## config.mk

```make
export PLATFORM = sky130hd
export DESIGN_NAME = pvs_store_seq
export DESIGN_NICKNAME = d
export VERILOG_FILES = /design/src/rtl/pvs_pkg.sv /design/src/rtl/pvs_start_addr.sv /design/src/rtl/pvs_lane_mask.sv /design/src/rtl/pvs_lane_pick.sv /design/src/rtl/pvs_store_seq.sv
export SDC_FILE = /design/constraint.sdc
export NUM_CORES = 1
export LEC_CHECK = 0
export ABC_CLOCK_PERIOD_IN_PS = 11100
export BUFFER_PORTS_ARGS = -buffer_cell sky130_fd_sc_hd__buf_2
export CAP_MARGIN = 40
export CORE_AREA = 2 2 356 358
export DETAILED_ROUTE_END_ITERATION = 7
export DIE_AREA = 0 0 358 360
export PLACE_DENSITY_LB_ADDON = 0.2
export SLEW_MARGIN = 20
export SYNTH_ARGS = -nofsm -noshare
export SYNTH_HDL_FRONTEND = slang
export SYNTH_HIERARCHICAL = 1
export SYNTH_SLANG_ARGS = --single-unit
```

## constraint.sdc

```tcl
create_clock -name clk -period 11.1 [get_ports clk]
set_input_delay 2.775 -clock clk [delete_from_list [all_inputs] [get_ports clk]]
set_output_delay 2.775 -clock clk [all_outputs]
set_load 0.02 [all_outputs]
```

## src/rtl/pvs_pkg.sv

```systemverilog
`timescale 1ns/1ps
package pvs_pkg;
  typedef enum logic [1:0] {
    ST_IDLE  = 2'd0,
    ST_RUN   = 2'd1,
    ST_DRAIN = 2'd2
  } pvs_state_e;

  localparam int unsigned SLOT_BYTES = 8;
  localparam int unsigned BEAT_BITS  = 64;
endpackage

```

## src/rtl/pvs_start_addr.sv

```systemverilog
`timescale 1ns/1ps
module pvs_start_addr #(
  parameter int unsigned VLEN = 512,
  parameter int unsigned AW   = 64
) (
  input  logic [AW-1:0] base,
  input  logic [3:0]    imm,
  input  logic          wide,
  output logic [AW-1:0] start
);
  localparam int unsigned SPAN_NARROW = (VLEN / 64) * pvs_pkg::SLOT_BYTES;
  localparam int unsigned SPAN_WIDE   = (VLEN / 128) * pvs_pkg::SLOT_BYTES;

  logic [AW-1:0] imm_x;
  logic [AW-1:0] span;
  logic [AW-1:0] offs;

  assign imm_x = {{(AW-4){imm[3]}}, imm};
  assign span  = wide ? AW'(SPAN_WIDE) : AW'(SPAN_NARROW);
  assign offs  = imm_x * span;
  assign start = base + offs;
endmodule

```

## src/rtl/pvs_lane_mask.sv

```systemverilog
`timescale 1ns/1ps
module pvs_lane_mask #(
  parameter int unsigned VLEN = 512,
  parameter int unsigned NE   = VLEN / 64,
  parameter int unsigned PW   = VLEN / 8
) (
  input  logic [PW-1:0] pred,
  input  logic          wide,
  output logic [NE-1:0] act,
  output logic          any
);
  logic unused_pred_bits;
  assign unused_pred_bits = ^pred;

  for (genvar e = 0; e < NE; e++) begin : g_lane
    if (e < NE / 2) begin : g_both
      assign act[e] = wide ? pred[e*16] : pred[e*8];
    end else begin : g_narrow_only
      assign act[e] = wide ? 1'b0 : pred[e*8];
    end
  end

  assign any = |act;
endmodule

```

## src/rtl/pvs_lane_pick.sv

```systemverilog
`timescale 1ns/1ps
module pvs_lane_pick #(
  parameter int unsigned VLEN = 512,
  parameter int unsigned NE   = VLEN / 64,
  parameter int unsigned IW   = $clog2(NE)
) (
  input  logic [VLEN-1:0] vec,
  input  logic [IW-1:0]   idx,
  input  logic            wide,
  output logic [63:0]     data
);
  logic [63:0] nar [NE];
  logic [63:0] wid [NE];

  for (genvar e = 0; e < NE; e++) begin : g_lane
    assign nar[e] = vec[e*64 +: 64];
    if (e < NE / 2) begin : g_wide
      assign wid[e] = vec[e*128 +: 64];
    end else begin : g_pad
      assign wid[e] = '0;
    end
  end

  assign data = wide ? wid[idx] : nar[idx];
endmodule

```

## src/rtl/pvs_store_seq.sv

```systemverilog
`timescale 1ns/1ps
module pvs_store_seq #(
  parameter int unsigned VLEN = 512,
  parameter int unsigned AW   = 64
) (
  input  logic              clk,
  input  logic              rst,
  input  logic              req_valid,
  output logic              req_ready,
  input  logic [VLEN-1:0]   req_vec,
  input  logic [VLEN/8-1:0] req_pred,
  input  logic [AW-1:0]     req_base,
  input  logic              req_base_is_sp,
  input  logic [3:0]        req_imm,
  input  logic              req_wide,
  input  logic              cfg_chk_empty,
  output logic              wr_valid,
  input  logic              wr_ready,
  output logic [AW-1:0]     wr_addr,
  output logic [63:0]       wr_data,
  output logic [7:0]        wr_strb,
  output logic              done,
  output logic              fault
);
  import pvs_pkg::*;

  localparam int unsigned NE = VLEN / 64;
  localparam int unsigned IW = $clog2(NE);
  localparam int unsigned PW = VLEN / 8;
  localparam logic [IW-1:0] LAST_NARROW = IW'(NE - 1);
  localparam logic [IW-1:0] LAST_WIDE   = IW'(NE / 2 - 1);

  pvs_state_e      state_q;
  logic [IW-1:0]   idx_q;
  logic [IW-1:0]   last_q;
  logic [NE-1:0]   act_q;
  logic [VLEN-1:0] vec_q;
  logic            wide_q;
  logic [AW-1:0]   addr_q;

  logic [AW-1:0]   start_addr;
  logic [NE-1:0]   in_act;
  logic            in_any;
  logic [63:0]     pick_data;
  logic            take;
  logic            sp_fault;
  logic            slot_free;

  pvs_start_addr #(.VLEN(VLEN), .AW(AW)) u_start (
    .base  (req_base),
    .imm   (req_imm),
    .wide  (req_wide),
    .start (start_addr)
  );

  pvs_lane_mask #(.VLEN(VLEN), .NE(NE), .PW(PW)) u_mask (
    .pred (req_pred),
    .wide (req_wide),
    .act  (in_act),
    .any  (in_any)
  );

  pvs_lane_pick #(.VLEN(VLEN), .NE(NE), .IW(IW)) u_pick (
    .vec  (vec_q),
    .idx  (idx_q),
    .wide (wide_q),
    .data (pick_data)
  );

  assign req_ready = (state_q == ST_IDLE);
  assign take      = req_valid && req_ready;
  assign sp_fault  = req_base_is_sp && (req_base[3:0] != 4'd0) && (in_any || cfg_chk_empty);
  assign slot_free = !wr_valid || wr_ready;
  assign wr_strb   = 8'hFF;

  always_ff @(posedge clk) begin
    if (rst) begin
      state_q  <= ST_IDLE;
      idx_q    <= '0;
      last_q   <= '0;
      act_q    <= '0;
      vec_q    <= '0;
      wide_q   <= 1'b0;
      addr_q   <= '0;
      wr_valid <= 1'b0;
      wr_addr  <= '0;
      wr_data  <= '0;
      done     <= 1'b0;
      fault    <= 1'b0;
    end else begin
      done  <= 1'b0;
      fault <= 1'b0;
      if (wr_valid && wr_ready) wr_valid <= 1'b0;
      case (state_q)
        ST_IDLE: begin
          if (take) begin
            if (sp_fault) begin
              fault <= 1'b1;
            end else begin
              state_q <= ST_RUN;
              idx_q   <= '0;
              addr_q  <= start_addr;
              act_q   <= in_act;
              vec_q   <= req_vec;
              wide_q  <= req_wide;
              last_q  <= req_wide ? LAST_WIDE : LAST_NARROW;
            end
          end
        end
        ST_RUN: begin
          if (slot_free) begin
            if (act_q[idx_q]) begin
              wr_valid <= 1'b1;
              wr_addr  <= addr_q;
              wr_data  <= pick_data;
            end
            addr_q <= addr_q + AW'(SLOT_BYTES);
            idx_q  <= idx_q + 1'b1;
            if (idx_q == last_q) state_q <= ST_DRAIN;
          end
        end
        ST_DRAIN: begin
          if (slot_free) begin
            done    <= 1'b1;
            state_q <= ST_IDLE;
          end
        end
        default: state_q <= ST_IDLE;
      endcase
    end
  end

  // a stalled beat keeps its contents
  p_hold_beat_r7: assert property (@(posedge clk) disable iff (rst)
    (wr_valid && !wr_ready) |=> (wr_valid && $stable(wr_addr) && $stable(wr_data)));

  // a faulting request never drives a beat
  p_fault_no_beat_r8: assert property (@(posedge clk) disable iff (rst)
    fault |-> !wr_valid);

  // the two terminating pulses are exclusive
  p_one_end_r11: assert property (@(posedge clk) disable iff (rst)
    $onehot0({done, fault}));

  // done lasts a single cycle
  p_done_pulse_r11: assert property (@(posedge clk) disable iff (rst)
    done |=> !done);

  // an idle block has no beat outstanding
  p_idle_quiet_r1: assert property (@(posedge clk) disable iff (rst)
    req_ready |-> !wr_valid);
endmodule

```

==> metrics.md <==
| Metric | Value |
|---|---|
| Crit-path max FO | 28 |
| DRT antenna net count | 0 |
| WL/cell | 22.2 µm |
| Slew @ Worst Pin | 1.17 ns |
| Sequential-to-total area share from yosys stat | 38.9% |
| Final WL | 152 mm |
| Hold_ws | 0.448 ns |
| Die area | 0.129 mm² |
| Fillers | 13368 |
| Worst skew pair latency | 0.72 ns |
| RR Startpoint | idx_q[1] |
| Most frequent cells in the layout | nand2_1 (1507), a21oi_1 (776), buf_2 (727) |
| Residual DRC | 0 |
| Ranking of synthesized cells by area | dfxtp_1 (39%), nand2_1 (15%), a21oi_1 (10%), mux4_2 (9.0%), clkbuf_1 (3.0%) |
| Syn Area/Cell | 8.11 µm² |
| Skew final | 0.0377 ns |
| Crit end category | flop |
| Initial antenna violation count | 103 |
| Part of the cycle the worst path needs | 76.2% |
| Die width | 358 µm |
| Die Span Y | 360 µm |
| Critical path arrival | 9.03 ns |
| Slowest-stage cell, CP | fa_1 |
| # Max-Cap Violations | 0 |
| Critical path data required time | 11.67 ns |
| Multiplexer share of the synthesized area | 12.3% |
| Synth-to-Final Area Change | 21.5% |
| Worst min-delay path endpoint | wr_addr[13] |
| Max-slew violation count | 0 |
| Initial core utilization | 29.8% |
| Via density | 5.23 |
| CTS tree | yes |
| GRT Residual Overflow | 0 |
| Synth Area in Simple Gates | 21.5% |
| I/O Buffers | 726 |
| Hold Path Class | flop to flop |
| Top FF cell, synth | dfxtp_1 |
| Leak Pwr | 17.5 nW |
| Post-synth top area share | 38.9% |
| RSZ-0062 raised after global routing | false |
| Final setup margin | 2.64 ns |
| Area occupied by registers | 0.0145 mm² |
| Leading area contributor after synthesis | dfxtp_1 |
| Vias in the first global route | 33982 |
| R2R depth | 8 |
| Final hold violation count | 0 |
| CP startpoint kind | input pin |
| Total chip power | 7.03 mW |
| Synth unique cells | 96 |
| Most common cell after layout, fill and taps aside | nand2_1 |
| Delay-heaviest family, CP | adder cells |
| Routability Congestion | 0.880 |
| Total vias in the final route | 35831 |
| Num ports | 791 |
| Num CTS Buffers | 87 |
| FF-to-FF End | wr_data[34] |
| Cells after Synth | 4584 |
| EDFF count, synth | 0 |
| WS Path Type | input pin to flop |
| DR pass1 iterations | 5 |
| CP bufs+invs | 5 |
| Area of the multi-input gates | 0.0210 mm² |
| Async S/R FF share, synth | 0% |
| Share of cells above drive strength 1 | 23.3% |
| Core region area | 0.125 mm² |
| GRT Total Usage | 22.8% |
| Adder-cell share of the synthesized area | 2.90% |
| Hold depth | 2 |
| Place WS | 1.90 ns |
| Worst-path clk slew | 0.06 ns |
| Setup violations, final | 0 |
| Post-synthesis sequential element count | 723 |
| Maximum vdd drop | 122 µV |
| CTS resizes | 0 |
| Main combinational cell family by area after synthesis | simple AND/OR/NAND/NOR gates |
| Root Buffer | clkbuf_16 |
| H-tree depth | 3 |
| First-pass GRT wire length | 221 mm |
| Drt first-iter violations | 2960 |
| Critical path's most frequent cell | ha_1 |
| CTS Hold Bufs | 0 |
| Nets | 5827 |
| Status | completed |
| Compound-Gate Fraction of Synth Area | 17.9% |
| Postcts setup bufs | 0 |
| Min Tclk post-route | 8.46 ns |
| Warnings from Yosys | 6 |
| Hold_sp | wr_addr[13] |
| Largest net degree at the start of global routing | 220 |
| Syn Std Cell Area | 0.0372 mm² |
| Final TNS setup | 0 ns |
| Slew headroom | 21.9% |
| CTS Buffer Depth | 3 |
| Critical Path Max Stage Delay | 0.54 ns |
| Pwr/cell area | 156 mW/mm² |
| FMAX | 0.118 GHz |
| R2r setup slk | 7.43 ns |
| Xor and xnor area share after synthesis | 1.46% |
| Rows | 130 |
| Sinks on Clock Net | 723 |
| Final core occ | 36.2% |
| HPWL Detailed | 108 mm |
## power by group
part           switching, mW  internal [mW]
sequential             0.126           2.73
clock                   1.25           1.73
combinational          0.712          0.482
total                   2.09           4.94
## synthesized netlist by cell type, types with 7 or more instances
| cell type | count |
|---|---|
| nand2_1 | 1508 |
| a21oi_1 | 776 |
| dfxtp_1 | 723 |
| clkbuf_1 | 299 |
| mux4_2 | 149 |
| ha_1 | 83 |
| nor2_1 | 77 |
| mux2_2 | 65 |
| nand3_1 | 56 |
| o21ai_0 | 47 |
| nand4_1 | 45 |
| o22ai_1 | 45 |
| nor2b_1 | 43 |
| a22oi_1 | 42 |
| a21o_1 | 39 |
| nor3_1 | 38 |
| inv_1 | 37 |
| o31ai_1 | 37 |
| xnor2_1 | 34 |
| buf_2 | 33 |
| and3_1 | 31 |
| xor2_1 | 28 |
| buf_4 | 25 |
| a31oi_1 | 21 |
| and2_1 | 18 |
| and4_1 | 18 |
| nor4_1 | 16 |
| mux4_1 | 14 |
| o21bai_1 | 13 |
| a211oi_1 | 12 |
| mux2i_1 | 12 |
| o211ai_1 | 10 |
| o21ai_1 | 10 |
| nand2b_1 | 8 |
| o21a_1 | 8 |
| o31a_1 | 8 |
| or2_2 | 8 |
| or4_1 | 8 |
| o32ai_1 | 7 |
## metal layers
metal	GRT usage [%]	part of all wire [%]	vias up
met5	0	0.32	-
met4	5.95	2.4	82
met3	5.90	7.7	273
met2	36.0	45	1178
met1	30.6	44	17209
li1	-	-	17089
## final cells by class
class | instances | share of cell area [%]
well taps | 1650 | 4.57
repair buffers | 790 | 9.87
flip-flops and latches | 723 | 32.0
clock buffers | 125 | 5.55
clock inverters | 34 | 1.04
multi-input cells | 3452 | 46.4
inverters | 37 | 0.307
diodes | 40 | 0.221
## stage by stage
step | cells | instance area, µm²
3_3_place_gp | 6633 | 41700
6_report | 6851 | 45200
3_5_place_dp | 6648 | 42000
2_1_floorplan | 4591 | 37200
5_1_grt | 6832 | 45200
4_1_cts | 6807 | 45000
## tightest hold or removal path: stages, from the launching register on
cell	delay, ns
dfxtp_1	0.30
nand2_1	0.05
a21oi_1	0.05
## how the worst max path moves through the flow
stage / depth (start not counted) / slack (ns) / endpoint / from
4_1_cts: 26 / 2.68 / addr_q[60] / req_wide
5_1_grt: 26 / 2.17 / addr_q[60] / req_imm[3]
3_5_place_dp: 26 / 1.90 / addr_q[60] / req_wide
3_3_place_gp: 25 / 1.65 / addr_q[60] / req_wide
6_report: 26 / 2.64 / addr_q[60] / req_imm[3]
2_1_floorplan: 24 / 0.89 / addr_q[60] / req_wide
## sequential cells by signal, indices dropped and copies added, names as in the netlist, 2 cells and up
name / flops
idx_q: 3
wr_data: 64
addr_q: 64
vec_q: 512
act_q: 8
wr_addr: 64
state_q: 2
last_q: 2
## cell families (layout without fill, tap and decap cells)
family | after synthesis | count (layout)
AOI/OAI and AO/OA | 1149 | 1149
xor gates and xnor gates | 62 | 62
adders and majority gates | 85 | 85
buffers and inverters | 416 | 986
DFF | 723 | 723
muxes | 241 | 241
other | 1 | 48
and+or+nand+nor | 1907 | 1907
(Power assumes the default switching activity.)
